<file path="src/rtl/gate_guard_pkg.sv">
package gate_guard_pkg;

    localparam int NPH = 3;

    // Bundle of all asynchronous inputs, synchronized together
    typedef struct packed {
        logic [NPH-1:0] cmd_hi;
        logic [NPH-1:0] cmd_lo;
        logic           sc;
        logic           uvl_trip;
        logic           uvl_ok;
        logic [NPH-1:0] uvh_trip;
        logic [NPH-1:0] uvh_ok;
    } pin_bundle_t;

    localparam int BUNDLE_W = $bits(pin_bundle_t);

    // Width of a down-counter that must hold the value n
    function automatic int cnt_width(input int n);
        return (n < 2) ? 1 : $clog2(n + 1);
    endfunction

endpackage

</file>
<file path="src/rtl/gg_sync.sv">
module gg_sync #(
    parameter int W      = 8,
    parameter int STAGES = 2
) (
    input  logic         clk,
    input  logic         rst,
    input  logic [W-1:0] d,
    output logic [W-1:0] q
);
    logic [W-1:0] chain [STAGES];

    generate
        for (genvar s = 0; s < STAGES; s++) begin : g_stage
            if (s == 0) begin : g_first
                always_ff @(posedge clk) begin
                    if (rst) chain[s] <= '0;
                    else     chain[s] <= d;
                end
            end else begin : g_next
                always_ff @(posedge clk) begin
                    if (rst) chain[s] <= '0;
                    else     chain[s] <= chain[s-1];
                end
            end
        end
    endgenerate

    assign q = chain[STAGES-1];
endmodule

</file>
<file path="src/rtl/gg_hyst.sv">
module gg_hyst #(
    parameter int N = 1
) (
    input  logic         clk,
    input  logic         rst,
    input  logic [N-1:0] trip,
    input  logic [N-1:0] ok,
    output logic [N-1:0] active,
    output logic [N-1:0] entry
);
    logic [N-1:0] held;

    generate
        for (genvar i = 0; i < N; i++) begin : g_lane
            always_ff @(posedge clk) begin
                if (rst)          held[i] <= 1'b0;
                else if (trip[i]) held[i] <= 1'b1;
                else if (ok[i])   held[i] <= 1'b0;
            end
            assign active[i] = trip[i] | held[i];
            assign entry[i]  = trip[i] & ~held[i];

            // once latched, state survives until the reset-level flag
            hold_until_ok_chk: assert property (@(posedge clk) disable iff (rst)
                ($past(active[i]) && !ok[i] && !$past(ok[i])) |-> active[i]);
        end
    endgenerate
endmodule

</file>
<file path="src/rtl/gg_rearm.sv">
module gg_rearm #(
    parameter int N = 3
) (
    input  logic         clk,
    input  logic         rst,
    input  logic [N-1:0] cmd,
    input  logic [N-1:0] block,
    output logic [N-1:0] gate
);
    logic [N-1:0] cmd_prev;
    logic [N-1:0] armed_q;
    logic [N-1:0] armed_now;

    generate
        for (genvar i = 0; i < N; i++) begin : g_phase
            logic rise;
            assign rise         = cmd[i] & ~cmd_prev[i];
            assign armed_now[i] = ~block[i] & (armed_q[i] | rise);
            assign gate[i]      = cmd[i] & armed_now[i];

            always_ff @(posedge clk) begin
                if (rst) begin
                    cmd_prev[i] <= 1'b0;
                    armed_q[i]  <= 1'b0;
                end else begin
                    cmd_prev[i] <= cmd[i];
                    armed_q[i]  <= armed_now[i];
                end
            end

            // a gate may only switch on together with a command edge
            edge_only_on_chk: assert property (@(posedge clk) disable iff (rst)
                (gate[i] && !$past(gate[i])) |-> (cmd[i] && !$past(cmd[i])));

            // a blocked phase never drives its gate
            blocked_off_chk: assert property (@(posedge clk) disable iff (rst)
                block[i] |-> !gate[i]);
        end
    endgenerate
endmodule

</file>
<file path="src/rtl/gg_lo_fault.sv">
module gg_lo_fault
    import gate_guard_pkg::*;
#(
    parameter int FAULT_CYCLES = 16
) (
    input  logic clk,
    input  logic rst,
    input  logic sc_s,
    input  logic uv_active,
    input  logic uv_entry,
    output logic fault_n,
    output logic stat_sc,
    output logic stat_uv
);
    localparam int CW = cnt_width(FAULT_CYCLES);
    localparam logic [CW-1:0] RELOAD = CW'(FAULT_CYCLES - 1);

    logic          sc_prev;
    logic          sc_tag;
    logic [CW-1:0] cnt;
    logic          sc_event;
    logic          load;
    logic          running;

    assign sc_event = sc_s & ~sc_prev;
    assign load     = sc_event | uv_entry;
    assign running  = (cnt != '0);

    always_ff @(posedge clk) begin
        if (rst) begin
            sc_prev <= 1'b0;
            sc_tag  <= 1'b0;
            cnt     <= '0;
        end else begin
            sc_prev <= sc_s;
            sc_tag  <= sc_event | (sc_tag & running);
            if (load)         cnt <= RELOAD;
            else if (running) cnt <= cnt - 1'b1;
        end
    end

    assign fault_n = ~(load | running | uv_active);
    assign stat_sc = sc_event | (sc_tag & running);
    assign stat_uv = uv_active;

    // a counter above one always keeps the line low next cycle
    pulse_continues_chk: assert property (@(posedge clk) disable iff (rst)
        (cnt > 1) |=> !fault_n);

    // a fault pulse only starts from an event
    start_from_event_chk: assert property (@(posedge clk) disable iff (rst)
        $fell(fault_n) |-> (sc_event || uv_entry || uv_active));
endmodule

</file>
<file path="src/rtl/gate_guard.sv">
module gate_guard
    import gate_guard_pkg::*;
#(
    parameter int FAULT_CYCLES = 16
) (
    input  logic           clk,
    input  logic           rst,
    input  logic [NPH-1:0] cmd_hi,
    input  logic [NPH-1:0] cmd_lo,
    input  logic           sc_flag,
    input  logic           uvl_trip,
    input  logic           uvl_ok,
    input  logic [NPH-1:0] uvh_trip,
    input  logic [NPH-1:0] uvh_ok,
    output logic [NPH-1:0] gate_hi,
    output logic [NPH-1:0] gate_lo,
    output logic           fault_n,
    output logic           stat_sc,
    output logic           stat_uv
);
    pin_bundle_t raw, syn;

    always_comb begin
        raw.cmd_hi   = cmd_hi;
        raw.cmd_lo   = cmd_lo;
        raw.sc       = sc_flag;
        raw.uvl_trip = uvl_trip;
        raw.uvl_ok   = uvl_ok;
        raw.uvh_trip = uvh_trip;
        raw.uvh_ok   = uvh_ok;
    end

    gg_sync #(.W(BUNDLE_W), .STAGES(2)) u_sync (
        .clk (clk),
        .rst (rst),
        .d   (raw),
        .q   (syn)
    );

    // Low-side supply hysteresis
    logic uvl_active, uvl_entry;
    gg_hyst #(.N(1)) u_hyst_lo (
        .clk    (clk),
        .rst    (rst),
        .trip   (syn.uvl_trip),
        .ok     (syn.uvl_ok),
        .active (uvl_active),
        .entry  (uvl_entry)
    );

    // High-side supply hysteresis, one lane per phase
    logic [NPH-1:0] uvh_active, uvh_entry;
    gg_hyst #(.N(NPH)) u_hyst_hi (
        .clk    (clk),
        .rst    (rst),
        .trip   (syn.uvh_trip),
        .ok     (syn.uvh_ok),
        .active (uvh_active),
        .entry  (uvh_entry)
    );

    logic [NPH-1:0] blk_lo;
    assign blk_lo = {NPH{syn.sc | uvl_active}};

    gg_rearm #(.N(NPH)) u_rearm_lo (
        .clk   (clk),
        .rst   (rst),
        .cmd   (syn.cmd_lo),
        .block (blk_lo),
        .gate  (gate_lo)
    );

    gg_rearm #(.N(NPH)) u_rearm_hi (
        .clk   (clk),
        .rst   (rst),
        .cmd   (syn.cmd_hi),
        .block (uvh_active),
        .gate  (gate_hi)
    );

    gg_lo_fault #(.FAULT_CYCLES(FAULT_CYCLES)) u_fault (
        .clk       (clk),
        .rst       (rst),
        .sc_s      (syn.sc),
        .uv_active (uvl_active),
        .uv_entry  (uvl_entry),
        .fault_n   (fault_n),
        .stat_sc   (stat_sc),
        .stat_uv   (stat_uv)
    );

    // short circuit seen means every low gate is dark
    sc_blanks_lo_chk: assert property (@(posedge clk) disable iff (rst)
        syn.sc |-> (gate_lo == '0));

    // the short-circuit edge reaches the fault line in the same cycle
    sc_raises_fault_chk: assert property (@(posedge clk) disable iff (rst)
        $rose(syn.sc) |-> !fault_n);

    // low-side undervoltage blanks the low side
    uv_blanks_lo_chk: assert property (@(posedge clk) disable iff (rst)
        uvl_active |-> (gate_lo == '0 && !fault_n));

    // high-side undervoltage leaves the low side alone
    hi_uv_local_chk: assert property (@(posedge clk) disable iff (rst)
        (uvh_entry != '0 && !syn.sc && !uvl_active && $past(fault_n) && $past(gate_lo) == syn.cmd_lo
            && $past(syn.cmd_lo) == syn.cmd_lo && $past(blk_lo) == '0) |-> fault_n);
endmodule

</file>
<file path="config.mk">
export PLATFORM = sky130hd
export DESIGN_NAME = gate_guard
export DESIGN_NICKNAME = d
export VERILOG_FILES = /design/src/rtl/gate_guard_pkg.sv /design/src/rtl/gg_sync.sv /design/src/rtl/gg_hyst.sv /design/src/rtl/gg_rearm.sv /design/src/rtl/gg_lo_fault.sv /design/src/rtl/gate_guard.sv
export SDC_FILE = /design/constraint.sdc
export NUM_CORES = 1
export LEC_CHECK = 0
export CELL_PAD_IN_SITES_DETAIL_PLACEMENT = 1
export CELL_PAD_IN_SITES_GLOBAL_PLACEMENT = 1
export CORE_MARGIN = 2
export CORE_UTILIZATION = 40
export DETAILED_ROUTE_END_ITERATION = 8
export PLACE_DENSITY = 0.73
export SETUP_SLACK_MARGIN = 0.4
export SLEW_MARGIN = 10
export SYNTH_ARGS = -nofsm -noshare
export SYNTH_HDL_FRONTEND = slang
export SYNTH_HIERARCHICAL = 1
export SYNTH_SLANG_ARGS = --single-unit
</file>
<file path="constraint.sdc">
create_clock -name clk -period 2.11 [get_ports clk]
set_input_delay 0.211 -clock clk [delete_from_list [all_inputs] [get_ports clk]]
set_output_delay 0.211 -clock clk [all_outputs]
set_load 0.005 [all_outputs]
</file>
==> results by group, run 1 <==
Placement
  • Port bufs: 25
  • DP HPWL: 2.29 mm
  • Placer Congestion: roughly 0.80
  • Setup WS pre-CTS: 0.0336 ns

CTS
  • Hold-fix buffers, CTS: 0
  • Num CTS Buffers: 5
  • Clock Tree Root: clkbuf_8
  • CTS tree: built
  • Total clock sinks: 53
  • Clock Path Buffers: 2
  • Clock slew at reported path FFs: about 0.090 ns
  • H-Tree Level Count: 2
  • Clk_lat worst skew: 0.31 ns

Floorplan
  • I/O pin total: 26
  • Starting density of the core: 41.0%
  • Die area: 0.00535 sq mm
  • Die Y: 73.2 um
  • Chip Width: between 70 and 80 um
  • # rows: 25
  • Total core area: roughly 0.0047 sq mm

Timing
  • Fin crit period: 1.98 ns
  • Max Clock Freq: 0.505 GHz
  • Unrepaired setup endpoints after global routing: yes
  • Fin worst setup slack: 0.131 ns
  • Clk_skew: 0.0112 ns
  • Period utilization: 93.8%
  • Final Hold Viols: 0
  • Relative slew margins: 68.5%
  • Worst hold slack: 0.343 ns
  • Final Max Slew Viols: 0
  • Final setup TNS: 0 ns
  • Worst-Margin Slew: 0.473 ns
  • # setup viols final: 0

Setup path
  • Crit-path max FO: 2
  • Worst Setup Start Kind: register
  • FF-to-FF Start: u_fault/cnt[1]
  • Slowest library cell on the worst path: or4b_4
  • Req. time, crit path: 1.90 ns
  • CP max stage delay: 0.47 ns
  • Arrival time worst endpoint: 1.77 ns
  • CP startpoint: u_fault/cnt[1]
  • Critical-path cell list: inv_2, ha_4, or4b_4, buf_6, a21o_1, buf_2
  • CP endpoint kind: primary output
  • Critical path class: register to primary output

Detailed routing
  • Detailed-route DRC error count: 0
  • Drt total wl: 3.49 mm
  • Final ANT Viol Nets: 0
  • Avg WL per Cell: ~13 um
  • Initial DRC Count: 40
  • Vias per cell: 4.64
  • DR vias: 1230
  • First-pass detailed-route iteration total: 3

Hold path
  • Hold Crit Class: input port to register
  • Hold path start: rst

Yosys
  • Synthesized area per cell: roughly 11 sq um
  • Synthesis Warnings: 6
  • Mapped cell area: 0.00191 sq mm
  • Syn Inst Count: 168
  • Post-Synthesis Net Count: 187

Power
  • PD cells: between 1000 and 1500 mW/mm^2
  • Worst VDD drop: 0.489 mV
  • Static leakage: 1.02 nW

Cells and area
  • Antenna cells: 0
  • Commonest non-fill, non-tap cell in the layout: dfxtp_1
  • Area Overhead vs Synth: 26.8%
  • Nets: approximately 230
  • Commonest cells after routing, fill and taps aside: 49 x dfxtp_1, 27 x nor2b_1, 24 x nor2b_2, 16 x clkdlybuf4s50_1, 10 x buf_4
  • Share of cells above drive strength 1: 36.0%

Global route
  • Largest net degree at the start of global routing: 34
  • First-pass GRT wire length: between 5 and 6 mm
  • GRT Total Usage: 14.9%
  • Initial antenna violation count: 0
  • GRT overflow: 0
  • Vias in the first global route: around 1400

Job
  • Max cap viols: 0

Status
  • Status: finished clean
## area by class of cell
class,instances,area [sq um]
Clock inverter,1,5.00
Sequential cell,53,1070
Multi-Input combinational cell,103,808
Timing Repair Buffer,40,357
Inverter,7,26.3
Fill cell,497,2230
Tap cell,54,67.6
Clock buffer,7,96.3
## critical path: cells and delay by family (launching register included)
kind                     cells  cell delay [ns]
AO/OA/AOI/OAI                1             0.15
AND/OR/NAND/NOR              1             0.47
flip-flops                   1             0.35
adder cells (fa/ha/maj)      1             0.14
buffers and inverters        3             0.35
## through the flow
step / instances / util [%] / power, W / instance area (sq um)
CTS: 263 / 51.4 / 0.00243 / 2400
detailed placement: 244 / 47.2 / 0.00165 / 2200
global placement: 244 / 47.2 / 0.00159 / 2200
global route: 265 / 52.1 / 0.00260 / 2430
finish: 265 / 52.1 / 0.00248 / 2430
floorplan: 168 / - / 0.00150 / 1910
## sequential cells by signal (all words and copies together) (netlist names)
name and flops:
u_rearm_lo/cmd_prev 3, u_sync/chain 30, u_fault/sc_prev 1, u_fault/sc_tag 1, u_rearm_hi/armed_q 3, u_rearm_hi/cmd_prev 3
u_rearm_lo/armed_q 3, u_fault/cnt 5, u_hyst_hi/held 3, u_hyst_lo/held 1
## report_power, final
part	internal [W]	switching (W)
logic	0.000444	0.000285
registers	0.00109	0.0000545
clock network	0.000297	0.000315
total	0.00183	0.000654
## per-layer routing
metal,vias to the layer above,global-route usage (%),wire [um]
met4,0,9.88,101
met2,15,27.9,1980
met3,8,3.31,104
met1,595,14.4,1310
met5,-,0,0
li1,612,-,-
## final timing paths
| check | endpoint | slack, ns | cells after the start |
|---|---|---|---|
| max | stat_sc | 0.13 | 6 |
| min | u_rearm_hi/cmd_prev[1] | 0.34 | 2 |
| max reg2reg | u_fault/cnt[1] | 0.20 | 8 |
| min reg2reg | u_sync/chain[1][7] | 0.44 | 1 |
## timing repair
| item | CTS | global route |
|---|---|---|
| pin swaps | 6 | 2 |
| setup buffers | 11 | 2 |
| resized for setup | 37 | 3 |
| endpoints found under the setup margin | 9 | 7 |
Note: power is estimated with default switching activity, not from simulation.
==> inputs of run 2 (changes only) <==
--- a/config.mk
+++ b/config.mk
@@ -9,8 +9,10 @@
 export CELL_PAD_IN_SITES_GLOBAL_PLACEMENT = 1
 export CORE_MARGIN = 2
 export CORE_UTILIZATION = 40
+export CTS_CLUSTER_SIZE = 30
 export DETAILED_ROUTE_END_ITERATION = 8
-export PLACE_DENSITY = 0.73
+export PLACE_DENSITY_LB_ADDON = 0.2
+export REMOVE_ABC_BUFFERS = 1
 export SETUP_SLACK_MARGIN = 0.4
 export SLEW_MARGIN = 10
 export SYNTH_ARGS = -nofsm -noshare
==> run 2 against run 1 <==
Combinational power shrank 13%. Final area shrank 2.6%. Clock-buffer cell count shrank 1. Non-clock buffer count shrank 5. Critical path type unchanged. Largest cell class unchanged. Highest routed layer unchanged.
==> results by group, run 2 (same netlist as run 1, synthesis figures left out) <==
Status
  • Status: finished clean

Setup path
  • R2R Setup Slk: 0.32 ns (+0.12 ns)
  • Crit-path max FO: 2 (unchanged)
  • Worst Setup Start Kind: register
  • FF-to-FF Start: u_fault/cnt[1]
  • CP endpoint kind: primary output
  • Critical-path cell list: inv_2, ha_4, or4b_4, buf_6, a21o_1, buf_2
  • Slowest library cell on the worst path: or4b_4
  • CP startpoint: u_fault/cnt[1]
  • Critical path class: register to primary output
  • Req. time, crit path: 1.90 ns (about the same)
  • CP max stage delay: 0.49 ns (+0.02 ns)
  • Arrival time worst endpoint: 1.71 ns (-0.06 ns)

Detailed routing
  • DR vias: 1248 (+1.5%)
  • Final ANT Viol Nets: 0 (unchanged)
  • Detailed-route DRC error count: 0 (unchanged)
  • Drt total wl: 3.49 mm (+0.11%)
  • Avg WL per Cell: 13.4 um (+2.0%)
  • Initial DRC Count: 26 (-35%)
  • First-pass detailed-route iteration total: 4 (+1)
  • Vias per cell: 4.80 (+3.4%)

Global route
  • Initial antenna violation count: 0 (unchanged)
  • GRT Total Usage: 13.8% (-1.1 points)
  • GRT overflow: 0 (unchanged)
  • Largest net degree at the start of global routing: 27 (-21%)
  • Vias in the first global route: 1306 (-4.0%)
  • First-pass GRT wire length: 5.69 mm (-2.5%)

Power
  • Switching pwr: 0.000615 W (-6.0%)
  • Static leakage: 0.987 nW (-3.6%)
  • PD cells: 977 mW/mm^2 (-4.5%)
  • P_int: 0.00169 W (-7.4%)
  • Reg power frac: 49.5% (+3.5 points)
  • Logic pwr share: 27.6% (-1.8 points)
  • Clock Power Share: 22.9% (-1.7 points)
  • Worst VDD drop: 0.650 mV (+33%)
  • Switching share of power: 26.6% (+0.29 points)

Cells and area
  • Top flop regs: u_sync/chain: 30 flops, u_fault/cnt: 5 flops
  • Largest register FFs: 30 (unchanged)
  • Commonest non-fill, non-tap cell in the layout: dfxtp_1
  • Antenna cells: 0 (unchanged)
  • Layout fillers: 501 (+0.80%)
  • Finished Layout Cells: 260 (-1.9%)
  • Design Area, Final: 0.00236 sq mm (-2.6%)
  • Commonest cells after routing, fill and taps aside: 50 x dfxtp_1, 27 x nor2b_1, 24 x nor2b_2, 16 x clkdlybuf4s50_1
  • Area Overhead vs Synth: 23.5%
  • Share of cells above drive strength 1: 33.0% (-3.0 points)
  • Top reg by flops: u_sync/chain
  • Nets: 224 (-2.2%)

Timing
  • Final Hold Viols: 0 (unchanged)
  • Fin crit period: 1.92 ns (-0.0559 ns)
  • Relative slew margins: 71.1% (+2.6 points)
  • # setup viols final: 0 (unchanged)
  • Unrepaired setup endpoints after global routing: yes
  • Max Clock Freq: 0.520 GHz (+2.9%)
  • Clk_skew: 0.00216 ns (-0.00904 ns)
  • Final Max Slew Viols: 0 (unchanged)
  • Period utilization: 91.2% (-2.6 points)
  • Worst-Margin Slew: 0.432 ns (-0.0404 ns)
  • Final setup TNS: 0 ns (unchanged)

Floorplan
  • Die Y: 73.2 um (unchanged)
  • Total core area: 0.00466 sq mm (unchanged)
  • Starting density of the core: 41.0% (unchanged)
  • Chip Width: 73.2 um (unchanged)
  • # rows: 25 (unchanged)
  • Die area: 0.00535 sq mm (unchanged)
  • I/O pin total: 26 (unchanged)

Placement
  • Port bufs: 25 (unchanged)
  • Area post-placement: 0.00221 sq mm (+0.34%)
  • Placer Congestion: 0.789 (-2.0%)
  • Inst Count DP: 245 (+0.41%)
  • DP HPWL: 2.39 mm (+4.3%)

CTS
  • Clock Tree Root: clkbuf_8
  • Num CTS Buffers: 5 (unchanged)
  • Clock Path Buffers: 2 (unchanged)
  • Total clock sinks: 53 (unchanged)
  • H-Tree Level Count: 2 (unchanged)
  • Clk_lat worst skew: 0.29 ns (-0.02 ns)
  • Clock slew at reported path FFs: 0.09 ns (about the same)
  • CTS tree: built

Hold path
  • Hold Crit Class: input port to register
  • Hold path start: rst

Job
  • Max cap viols: 0 (unchanged)
run 2: cell count changes in the layout (fill, tap and decap cells not counted):
cell      before  now
buf_6          4    1
buf_4         10    8
clkbuf_8       7    5
a21oi_1        3    4
a21oi_2        3    2
clkbuf_1       0    1
clkinv_2       1    2
dfxtp_1       49   50
dfxtp_2        4    3
nor4_2         1    0
nor4_4         0    1
run 2: worst max-delay path, delay by kind of cell, from the launching register on:
family                     cells  cell delay, ns
and+or+nand+nor                1            0.49
DFF                            1            0.33
buffers and inverters          3            0.33
AOI/OAI and AO/OA              1            0.15
adders and majority gates      1            0.13
run 2: final cells by class:
type                    instances  area [sq um]  area share, %
flip-flops and latches         53          1060           45.1
multi-input cells             103           813           34.4
repair buffers                 35           308           13.0
clock buffers                   6          72.6           3.07
well taps                      54          67.6           2.86
inverters                       7          26.3           1.11
clock inverters                 2          10.0          0.424
run 2: repair_timing:
| action | CTS | global route |
|---|---|---|
| setup endpoints to repair | 9 | 7 |
| buffers inserted | 6 | 1 |
| pin swaps | 7 | 3 |
| hold buffers | 0 | 0 |
| gates cloned | 0 | 0 |
| resized for setup | 34 | 2 |
run 2: per-stage QoR:
step	hold WS [ns]	worst slack (ns)	power [W]	util (%)
2_1_floorplan	0.273	0.582	0.00145	-
3_3_place_gp	0.418	0.102	0.00159	47.4
3_5_place_dp	0.427	0.0448	0.00164	47.4
4_1_cts	0.330	0.190	0.00229	50.2
5_1_grt	0.364	0.120	0.00243	50.7
6_report	0.340	0.187	0.00231	50.7
run 2: path summary, 6_finish.rpt:
kind | end | cells after the start
setup reg to reg | u_fault/cnt[1] | 7
hold reg to reg | u_hyst_hi/held[2] | 2
setup / recovery | stat_sc | 6
hold / removal | u_sync/chain[0][10] | 2
run 2: power by group through the flow:
stage	Combinational (W)	Sequential, W	Clock, W
6_report	0.000638	0.00114	0.000530
2_1_floorplan	0.000311	0.00114	0
3_3_place_gp	0.000446	0.00115	0
4_1_cts	0.000594	0.00114	0.000557
3_5_place_dp	0.000488	0.00116	0
5_1_grt	0.000688	0.00115	0.000592
run 2: metal layers:
metal,track usage [%],part of all wire [%],vias up
met5,0,0,-
met4,5.35,1.1,0
met3,3.45,3.4,4
met2,24.7,52,22
met1,15.7,43,620
li1,-,-,602
